==> src/rtl/pktf_pkg.sv <==
package pktf_pkg;
  localparam int ADDR_W = 10;
  localparam int CI_W   = 4;
  localparam int PT_W   = 8;
  localparam int EXT_W  = 36;
  localparam int LOC_W  = 2;
  localparam int SEL_W  = 2;
  localparam int BASE_W = ADDR_W + CI_W;

  localparam logic [SEL_W-1:0] SEL_BASE = 2'd0;
  localparam logic [SEL_W-1:0] SEL_EXTV = 2'd1;
  localparam logic [SEL_W-1:0] SEL_EXTM = 2'd2;
  localparam logic [SEL_W-1:0] SEL_CTL  = 2'd3;

  typedef struct packed {
    logic [PT_W-1:0]  pt2;
    logic [PT_W-1:0]  pt1;
    logic [LOC_W-1:0] loc;
    logic             page;
    logic             link_pt;
    logic             link_ci;
    logic             en;
  } ctl_t;

  localparam int CTL_W = $bits(ctl_t);

  // masked extension compare: only bits with a set mask bit matter
  function automatic logic ext_equal(input logic [EXT_W-1:0] ext,
                                     input logic [EXT_W-1:0] val,
                                     input logic [EXT_W-1:0] mask);
    return ((ext ^ val) & mask) == '0;
  endfunction

  // type value expected for the current link state
  function automatic logic [PT_W-1:0] type_target(input ctl_t c, input logic linked);
    return (linked && c.link_pt) ? c.pt2 : c.pt1;
  endfunction
endpackage

==> src/rtl/pktf_chan_regs.sv <==
module pktf_chan_regs
  import pktf_pkg::*;
(
  input  logic              clk,
  input  logic              rst_n,
  input  logic              wr,
  input  logic [SEL_W-1:0]  sel,
  input  logic [EXT_W-1:0]  data,
  output logic [ADDR_W-1:0] base_addr,
  output logic [CI_W-1:0]   base_ci,
  output logic [EXT_W-1:0]  ext_val,
  output logic [EXT_W-1:0]  ext_mask,
  output ctl_t              ctl,
  output logic              ctl_wr
);
  assign ctl_wr = wr && (sel == SEL_CTL);

  always_ff @(posedge clk) begin
    if (!rst_n) begin
      base_addr <= '0;
      base_ci   <= '0;
      ext_val   <= '0;
      ext_mask  <= '0;
      ctl       <= '0;
    end else if (wr) begin
      case (sel)
        SEL_BASE: {base_ci, base_addr} <= data[BASE_W-1:0];
        SEL_EXTV: ext_val  <= data;
        SEL_EXTM: ext_mask <= data;
        default:  ctl      <= ctl_t'(data[CTL_W-1:0]);
      endcase
    end
  end
endmodule

==> src/rtl/pktf_chan_match.sv <==
module pktf_chan_match
  import pktf_pkg::*;
(
  input  logic              clk,
  input  logic              rst_n,
  input  logic              hdr_valid,
  input  logic [ADDR_W-1:0] hdr_addr,
  input  logic [CI_W-1:0]   hdr_ci,
  input  logic [PT_W-1:0]   hdr_ptype,
  input  logic [EXT_W-1:0]  hdr_ext,
  input  logic [LOC_W-1:0]  hdr_loc,
  input  logic [ADDR_W-1:0] base_addr,
  input  logic [CI_W-1:0]   base_ci,
  input  logic [EXT_W-1:0]  ext_val,
  input  logic [EXT_W-1:0]  ext_mask,
  input  ctl_t              ctl,
  input  logic              ctl_wr,
  output logic              stb,
  output logic              linked
);
  logic hit_addr, hit_ci, hit_pt, hit_ext, hit_loc, hit_all;
  logic link_mode, sync_ev, clear_ev;

  assign link_mode = ctl.link_ci || ctl.link_pt;
  assign hit_addr  = hdr_addr == base_addr;
  assign hit_loc   = hdr_loc == ctl.loc;
  assign hit_ci    = (linked && ctl.link_ci) || (hdr_ci == base_ci);
  assign hit_pt    = hdr_ptype == type_target(ctl, linked);
  assign hit_ext   = (linked && ctl.page) || ext_equal(hdr_ext, ext_val, ext_mask);
  assign hit_all   = hdr_valid && ctl.en && hit_addr && hit_loc && hit_ci && hit_pt && hit_ext;
  assign sync_ev   = hit_all && link_mode && !linked;
  assign clear_ev  = ctl_wr || !ctl.en;

  always_ff @(posedge clk) begin
    if (!rst_n) begin
      stb    <= 1'b0;
      linked <= 1'b0;
    end else begin
      stb <= hit_all;
      if (clear_ev)     linked <= 1'b0;
      else if (sync_ev) linked <= 1'b1;
    end
  end

  // a strobe always follows a valid header
  p_stb_after_hdr_r11: assert property (@(posedge clk) disable iff (!rst_n)
    stb |-> $past(hdr_valid));
  // a disabled channel does not strobe
  p_off_no_stb_r4: assert property (@(posedge clk) disable iff (!rst_n)
    !ctl.en |=> !stb);
  // a control write drops the link
  p_ctl_clears_r9: assert property (@(posedge clk) disable iff (!rst_n)
    ctl_wr |=> !linked);
  // the link starts only on a strobed packet
  p_link_on_hit_r5: assert property (@(posedge clk) disable iff (!rst_n)
    $rose(linked) |-> stb);
  // no link without a link mode
  p_link_needs_mode_r5: assert property (@(posedge clk) disable iff (!rst_n)
    linked |-> link_mode);
endmodule

==> src/rtl/link_pkt_filter.sv <==
module link_pkt_filter
  import pktf_pkg::*;
#(
  parameter int NCH  = 8,
  parameter int CH_W = $clog2(NCH)
) (
  input  logic              clk,
  input  logic              rst_n,
  input  logic              reg_wr,
  input  logic [CH_W-1:0]   reg_chan,
  input  logic [SEL_W-1:0]  reg_sel,
  input  logic [EXT_W-1:0]  reg_data,
  input  logic              hdr_valid,
  input  logic [ADDR_W-1:0] hdr_addr,
  input  logic [CI_W-1:0]   hdr_ci,
  input  logic [PT_W-1:0]   hdr_ptype,
  input  logic [EXT_W-1:0]  hdr_ext,
  input  logic [LOC_W-1:0]  hdr_loc,
  output logic [NCH-1:0]    store_stb,
  output logic [NCH-1:0]    link_active
);
  for (genvar i = 0; i < NCH; i++) begin : g_ch
    logic              wr_here;
    logic [ADDR_W-1:0] base_addr;
    logic [CI_W-1:0]   base_ci;
    logic [EXT_W-1:0]  ext_val;
    logic [EXT_W-1:0]  ext_mask;
    ctl_t              ctl;
    logic              ctl_wr;

    assign wr_here = reg_wr && (reg_chan == CH_W'(i));

    pktf_chan_regs u_regs (
      .clk(clk), .rst_n(rst_n), .wr(wr_here), .sel(reg_sel), .data(reg_data),
      .base_addr(base_addr), .base_ci(base_ci), .ext_val(ext_val),
      .ext_mask(ext_mask), .ctl(ctl), .ctl_wr(ctl_wr)
    );

    pktf_chan_match u_match (
      .clk(clk), .rst_n(rst_n), .hdr_valid(hdr_valid), .hdr_addr(hdr_addr),
      .hdr_ci(hdr_ci), .hdr_ptype(hdr_ptype), .hdr_ext(hdr_ext), .hdr_loc(hdr_loc),
      .base_addr(base_addr), .base_ci(base_ci), .ext_val(ext_val),
      .ext_mask(ext_mask), .ctl(ctl), .ctl_wr(ctl_wr),
      .stb(store_stb[i]), .linked(link_active[i])
    );
  end

  // quiet right after reset
  p_reset_quiet_r1: assert property (@(posedge clk)
    !rst_n |=> (store_stb == '0) && (link_active == '0));
endmodule

==> config.mk <==
export PLATFORM = sky130hd
export DESIGN_NAME = link_pkt_filter
export DESIGN_NICKNAME = d
export VERILOG_FILES = /design/src/rtl/pktf_pkg.sv /design/src/rtl/pktf_chan_regs.sv /design/src/rtl/pktf_chan_match.sv /design/src/rtl/link_pkt_filter.sv
export SDC_FILE = /design/constraint.sdc
export NUM_CORES = 2
export LEC_CHECK = 0
export ABC_AREA = 1
export BUFFER_PORTS_ARGS = -buffer_cell sky130_fd_sc_hd__buf_2
export CORE_AREA = 2 2 230 345
export CTS_CLUSTER_SIZE = 28
export DETAILED_ROUTE_END_ITERATION = 8
export DIE_AREA = 0 0 232 347
export HOLD_SLACK_MARGIN = 0.12
export PLACE_DENSITY_LB_ADDON = 0.25
export SLEW_MARGIN = 20
export SYNTH_ARGS = -nofsm -noshare
export SYNTH_HDL_FRONTEND = slang
export SYNTH_SLANG_ARGS = --single-unit
==> constraint.sdc <==
create_clock -name clk -period 4.61 [get_ports clk]
set_input_delay 0.461 -clock clk [delete_from_list [all_inputs] [get_ports clk]]
set_output_delay 0.461 -clock clk [all_outputs]
set_load 0.05 [all_outputs]
---- Word level (Yosys, flattened, before mapping) ----
Cells that the tools add are included.
word-level totals
  register bits ........................... 880
  input bits .............................. 105
  output and inout port bits .............. 16
  word-level logic and storage cells ...... 375
operators by class
  eq/ne operators ......................... 42
  mux-type cells .......................... 8
  bitwise gates (word level) .............. 18
  reduce and logical (&&, ||, !) cells .... 203
operators with widths
  kind                                                  count
  AND 36 bit                                            8
  zero test 36 bit                                      8
  bitwise XOR 36 bit                                    8
  logical AND 1 bit                                     104
  equality test 10 bit                                  8
  equality test 8 bit                                   8
  2-to-1 mux 8 bit                                      8
  AND reduction 2 bit                                   32
  equality test 4 bit                                   8
  logical OR 1 bit                                      32
  equality test 2 bit                                   8
  zero test 1 bit                                       16
  OR reduction 2 bit                                    8
  equality test 3 bit (second input constant)           4
  equality test 3 x 2 -> 1 bit (second input constant)  2
  equality test 2 bit (second input constant)           2
  equality test 3 x 1 -> 1 bit (second input constant)  1
  zero test 3 bit                                       1
  OR reduction 3 bit                                    1
  equality test 2 x 1 -> 1 bit (second input constant)  1
  zero test 2 bit                                       1
  NOT 1 bit                                             2

---- Logic depth before layout (Yosys ltp) ----
  depth in word-level cells ............... 8
  gate-level depth with buffers ........... 13
  mapped depth without buffers ............ 12

---- Cells and area by module ----
Synthesis repeated with hierarchy kept, for this count alone.
second synthesis, totals
  cell total of the unflattened synthesis .. 8049
  area total of the unflattened synthesis .. 47589.4 um^2
by module, submodules not included
  module           times used  cells each  area each (um^2)  sequential area each (um^2)
  pktf_chan_regs   8           690         4439.3            2162.1
  pktf_chan_match  8           314         1501.4            40.0
  link_pkt_filter  1           17          63.8              0.0

---- Worst setup path before layout ----
OpenSTA, ideal clock, no wires.
  path kind ............................... input to register
  from .................................... input hdr_addr[9]
  to ...................................... register g_ch[5].u_match.linked
  setup time .............................. 0.070 ns
  arrival ................................. 1.556 ns
  data required time ...................... 4.540 ns
  setup slack ............................. 2.984 ns
  stages on the path ...................... 11
  path buffers ............................ 1
  cell sequence ........................... buf_4 > clkinv_1 > nand2_1 > nand2_1 > nor2_1 > nand2_1 > nor2_1 > nand3_1 > nor3_1 > nand3_1 > a21oi_1
on the way
  longest elaborated chain between the ends .. 8
RTL lines
  item                             line                   RTL
  from (decl)                      link_pkt_filter.sv:14  input logic [ADDR_W-1:0] hdr_addr,
  equality test 10 bit             pktf_chan_match.sv:25  assign hit_addr = hdr_addr == base_addr;
  logical AND 1 bit (5 in series)  pktf_chan_match.sv:30  assign hit_all = hdr_valid && ctl.en && hit_addr && hit_loc && hit_ci && hit_pt && hit_ext;
  logical AND 1 bit (2 in series)  pktf_chan_match.sv:31  assign sync_ev = hit_all && link_mode && !linked;
  to (signal assigned)             pktf_chan_match.sv:37  linked <= 1'b0;
  to (signal assigned)             pktf_chan_match.sv:40  if (clear_ev) linked <= 1'b0;
  to (signal assigned)             pktf_chan_match.sv:41  else if (sync_ev) linked <= 1'b1;
  to (decl)                        pktf_chan_match.sv:19  output logic linked
No other way between the ends.
A chain may end at the register's enable or synchronous reset.

---- Worst setup path in the final report ----
  from .................................... register g_ch[2].u_regs.ctl[2] (netlist name)
  to ...................................... register g_ch[2].u_match.stb
on the way
  longest elaborated chain between the ends .. 5
RTL lines
  item                             line                   RTL
  logical AND 1 bit                pktf_pkg.sv:36         return (linked && c.link_pt) ? c.pt2 : c.pt1;
  2-to-1 mux 8 bit                 pktf_pkg.sv:36
  equality test 8 bit              pktf_chan_match.sv:28  assign hit_pt = hdr_ptype == type_target(ctl, linked);
  logical AND 1 bit (2 in series)  pktf_chan_match.sv:30
  to (signal assigned)             pktf_chan_match.sv:39  stb <= hit_all;
  to (decl)                        pktf_chan_match.sv:18  output logic stb,
No other way between the ends.

==> flow_summary_export.csv <==
group,metric,value,unit
route,initialDrtViolationCount,3490,
grt,grt_pass1_vias,36600,
logic_synthesis,synth_warnings,0,
worst_setup_path,critical_path.most_common_cell,"nand2_1",
logic_synthesis,syn_nets,6300,
sta,rsz0062_at_grt,"no",
sta,timing.final.crit_share,63.1,%
floorplanning,rows,125,
logic_synthesis,synth_cells,6195,
floorplanning,dieWidth,232,um
layout,syn_to_final_growth,7.89,%
placement,gp_congestion,0.958,
route,wl_per_cell,19.6,um
worst_setup_path,crit_type,"reg2reg",
placement,placedCellCount,6921,
clocking,cts_root_buf,"clkbuf_16",
worst_setup_path,r2r_slack,1700,ps
logic_synthesis,synthTopCellsByArea,"dfxtp_1 43%, nand2_1 14%, a21oi_1 8.8%",
logic_synthesis,synth-async-reset-ratio,0,%
layout,final_area,0.0440,sq mm
run,maxCapViolCount,0,
route,drc,0,
sta,hold_viol,0,
floorplanning,start_util,52.7,%
grt,track_usage,33.6,%
sta,period_minus_slack,2910,ps
min_path,hp-start,"reg_data[25]",
clocking,clk_path_buf_depth,3,
sta,setup_tns,0,ps
worst_setup_path,cp_slowest_stage_delay,580,ps
floorplanning,num_io_pins,121,
worst_setup_path,cp_slowest_cell,"dfxtp_1",
sta,max_freq,0.344,GHz
route,vias,39800,
grt,antenna_found_initial,16,
power_and_ir_drop,p_leak,0.0178,uW
grt,grt_pass1_wl,210000,um
power_and_ir_drop,p_per_area,366,mW/mm^2
route,vias_per_cell,5.62,
floorplanning,die_h,347,um
sta,tightest_slew,1070,ps
worst_setup_path,cp.required,5200,ps
route,wl,139000,um
clocking,numClockSinks,880,
worst_setup_path,end_kind,"flop",
worst_setup_path,setup.worst_path.start,"g_ch[2].u_regs.ctl[2]$_SDFFE_PN0P_",
clocking,cts_hold_buf,0,
logic_synthesis,netlist_area,0.0408,sq mm
power_and_ir_drop,peakVddDrop,0.284,mV
sta,whs,214,ps
worst_setup_path,arrival,3500,ps
placement,dp_hpwl,87200,um
route,first_pass_iters,6,
layout,drive_above_1_share,5.78,%
worst_setup_path,r2r-end,"g_ch[2].u_match.stb$_SDFF_PN0_",
clocking,path_clk_slew,60,ps
placement,placed_area,0.0412,sq mm
min_path,hold_class,"in2reg",
route,postRouteAntennaNets,0,
worst_setup_path,reg2regPathDepth,10,
clocking,tritoncts,"yes",
sta,slew_violations,0,
layout,postLayoutCoreUtil,56.9,%
clocking,cts_buffers,86,
run_status,outcome,"finished clean",
logic_synthesis,synth-seq-cells,880,
logic_synthesis,synth_commonest_cells,"1470 x nand2_1, 880 x dfxtp_1, 716 x a21oi_1",
logic_synthesis,seq_area_frac_synth,43.2,%
clocking,cts_htree_levels,3,
clocking,cts_setup_buffers,0,
worst_setup_path,cp_num_buf_inv,0,
sta,finalSetupViolations,0,
sta,worst_clock_skew,29.3,ps
worst_setup_path,crit_fanout,11,
logic_synthesis,synth_edf_count,0,
floorplanning,die_area,0.0805,sq mm
grt,grt_max_degree,230,
layout,fin_cells,7080,
logic_synthesis,yosysUniqueCellTypes,33,
clocking,cts_resized,0,
logic_synthesis,synth_most_common_cell,"nand2_1",
logic_synthesis,ys.flop_type,"dfxtp_1",
worst_setup_path,rr_startpoint,"g_ch[2].u_regs.ctl[2]$_SDFFE_PN0P_",
logic_synthesis,postSynthAreaPerCell,6.59,sq um
logic_synthesis,synth_top_area_share,43.2,%
worst_setup_path,crit_path_start_kind,"flop",
floorplanning,coreArea,0.0774,sq mm
grt,grt_overflow_total,0,
logic_synthesis,yosys.area.top_type,"dfxtp_1",
worst_setup_path,path_cells,"nand2_1 -> nand2_1 -> nand2_1 -> nand2_1 -> nand2_1 -> nor2_1 -> nand4_1 -> nor2_1 -> nand3_1 -> nor2_1",
layout,nets,6098,
min_path,hold-path-cell-count,3,
min_path,hold_end,"g_ch[6].u_regs.ext_mask[25]$_SDFFE_PN0P_",
placement,io_buffers,120,
clocking,clkLatencyLatePin,680,ps
sta,slew_headroom,28.4,%
worst_setup_path,cp_top_family,"simple AND/OR/NAND/NOR gates",
[flip-flops by register name, indices dropped and copies added, names as in the netlist]
signal                 flops
g_ch.u_regs.base_addr     80
g_ch.u_match.linked        8
g_ch.u_regs.base_ci       32
g_ch.u_regs.ext_mask     288
g_ch.u_regs.ext_val      288
g_ch.u_match.stb           8
g_ch.u_regs.ctl          176
[routing by layer]
layer | routed length (um) | up-vias | GRT usage (%) | share of wire, %
met5 | 81 | - | 0 | 0.058
met1 | 52800 | 18200 | 39.5 | 38
li1 | - | 19500 | - | -
met3 | 10500 | 445 | 5.30 | 7.6
met4 | 10200 | 12 | 22.7 | 7.4
met2 | 65100 | 1594 | 56.2 | 47
[how the worst max path moves through the flow]
stage	slack, ps	depth (start not counted)	to
floorplan	2980	11	g_ch[5].u_match.linked$_SDFFE_PP0P_
global placement	1540	8	g_ch[1].u_regs.ext_mask[15]$_SDFFE_PN0P_
detailed placement	1500	7	g_ch[1].u_regs.ext_mask[12]$_SDFFE_PN0P_
CTS	1930	10	g_ch[2].u_match.stb$_SDFF_PN0_
global route	1850	7	g_ch[1].u_regs.ctl[8]$_SDFFE_PN0P_
finish	1700	10	g_ch[2].u_match.stb$_SDFF_PN0_
[worst min-delay path, delay by kind of cell]
family | cells | cell delay [ps]
buffers and inverters | 1 | 200
AND/OR/NAND/NOR | 2 | 180
[cell usage in the layout (no fill, tap or decap), types with 27 or more instances in the layout]
cell type	Yosys	final
inv_1	583	582
nor2_1	594	594
o21ai_0	702	702
nand3_1	615	613
o21ai_1	42	42
dfxtp_1	880	880
clkbuf_16	0	87
nand2_1	1470	1464
a21oi_1	716	716
buf_2	51	119
xnor2_1	27	27
[layout make-up]
class	instances	area [sq um]
Multi-Input combinational cell	4272	19200
Clock buffer	122	2470
Antenna cell	9	22.5
Inverter	604	2270
Timing Repair Buffer	149	866
Tap cell	1016	1270
Sequential cell	880	17600
Clock inverter	28	330
Fill cell	7569	33400
[power by group]
| group | total, uW | internal (uW) | switching [uW] |
|---|---|---|---|
| clock | 7170 | 4020 | 3150 |
| combinational | 1220 | 277 | 945 |
| sequential | 7740 | 7690 | 45.8 |
[per-stage QoR]
step,worst slack (ps),total power [uW]
final,1700,16100
after global routing,1850,16600
after detailed placement,1500,9090
after floorplan,2980,8640
after global placement,1540,9080
after CTS,1930,16100
[kinds of logic (layout without fill, tap and decap cells)]
family | Yosys count | after routing | share of synthesized area (%)
xor+xnor | 34 | 34 | 0.730
buf+inv | 1043 | 903 | 9.97
other cells | 0 | 9 | 0
compound gates | 1475 | 1475 | 18.2
flops | 880 | 880 | 43.2
simple gates | 2763 | 2763 | 27.9
(Power assumes the default switching activity.)
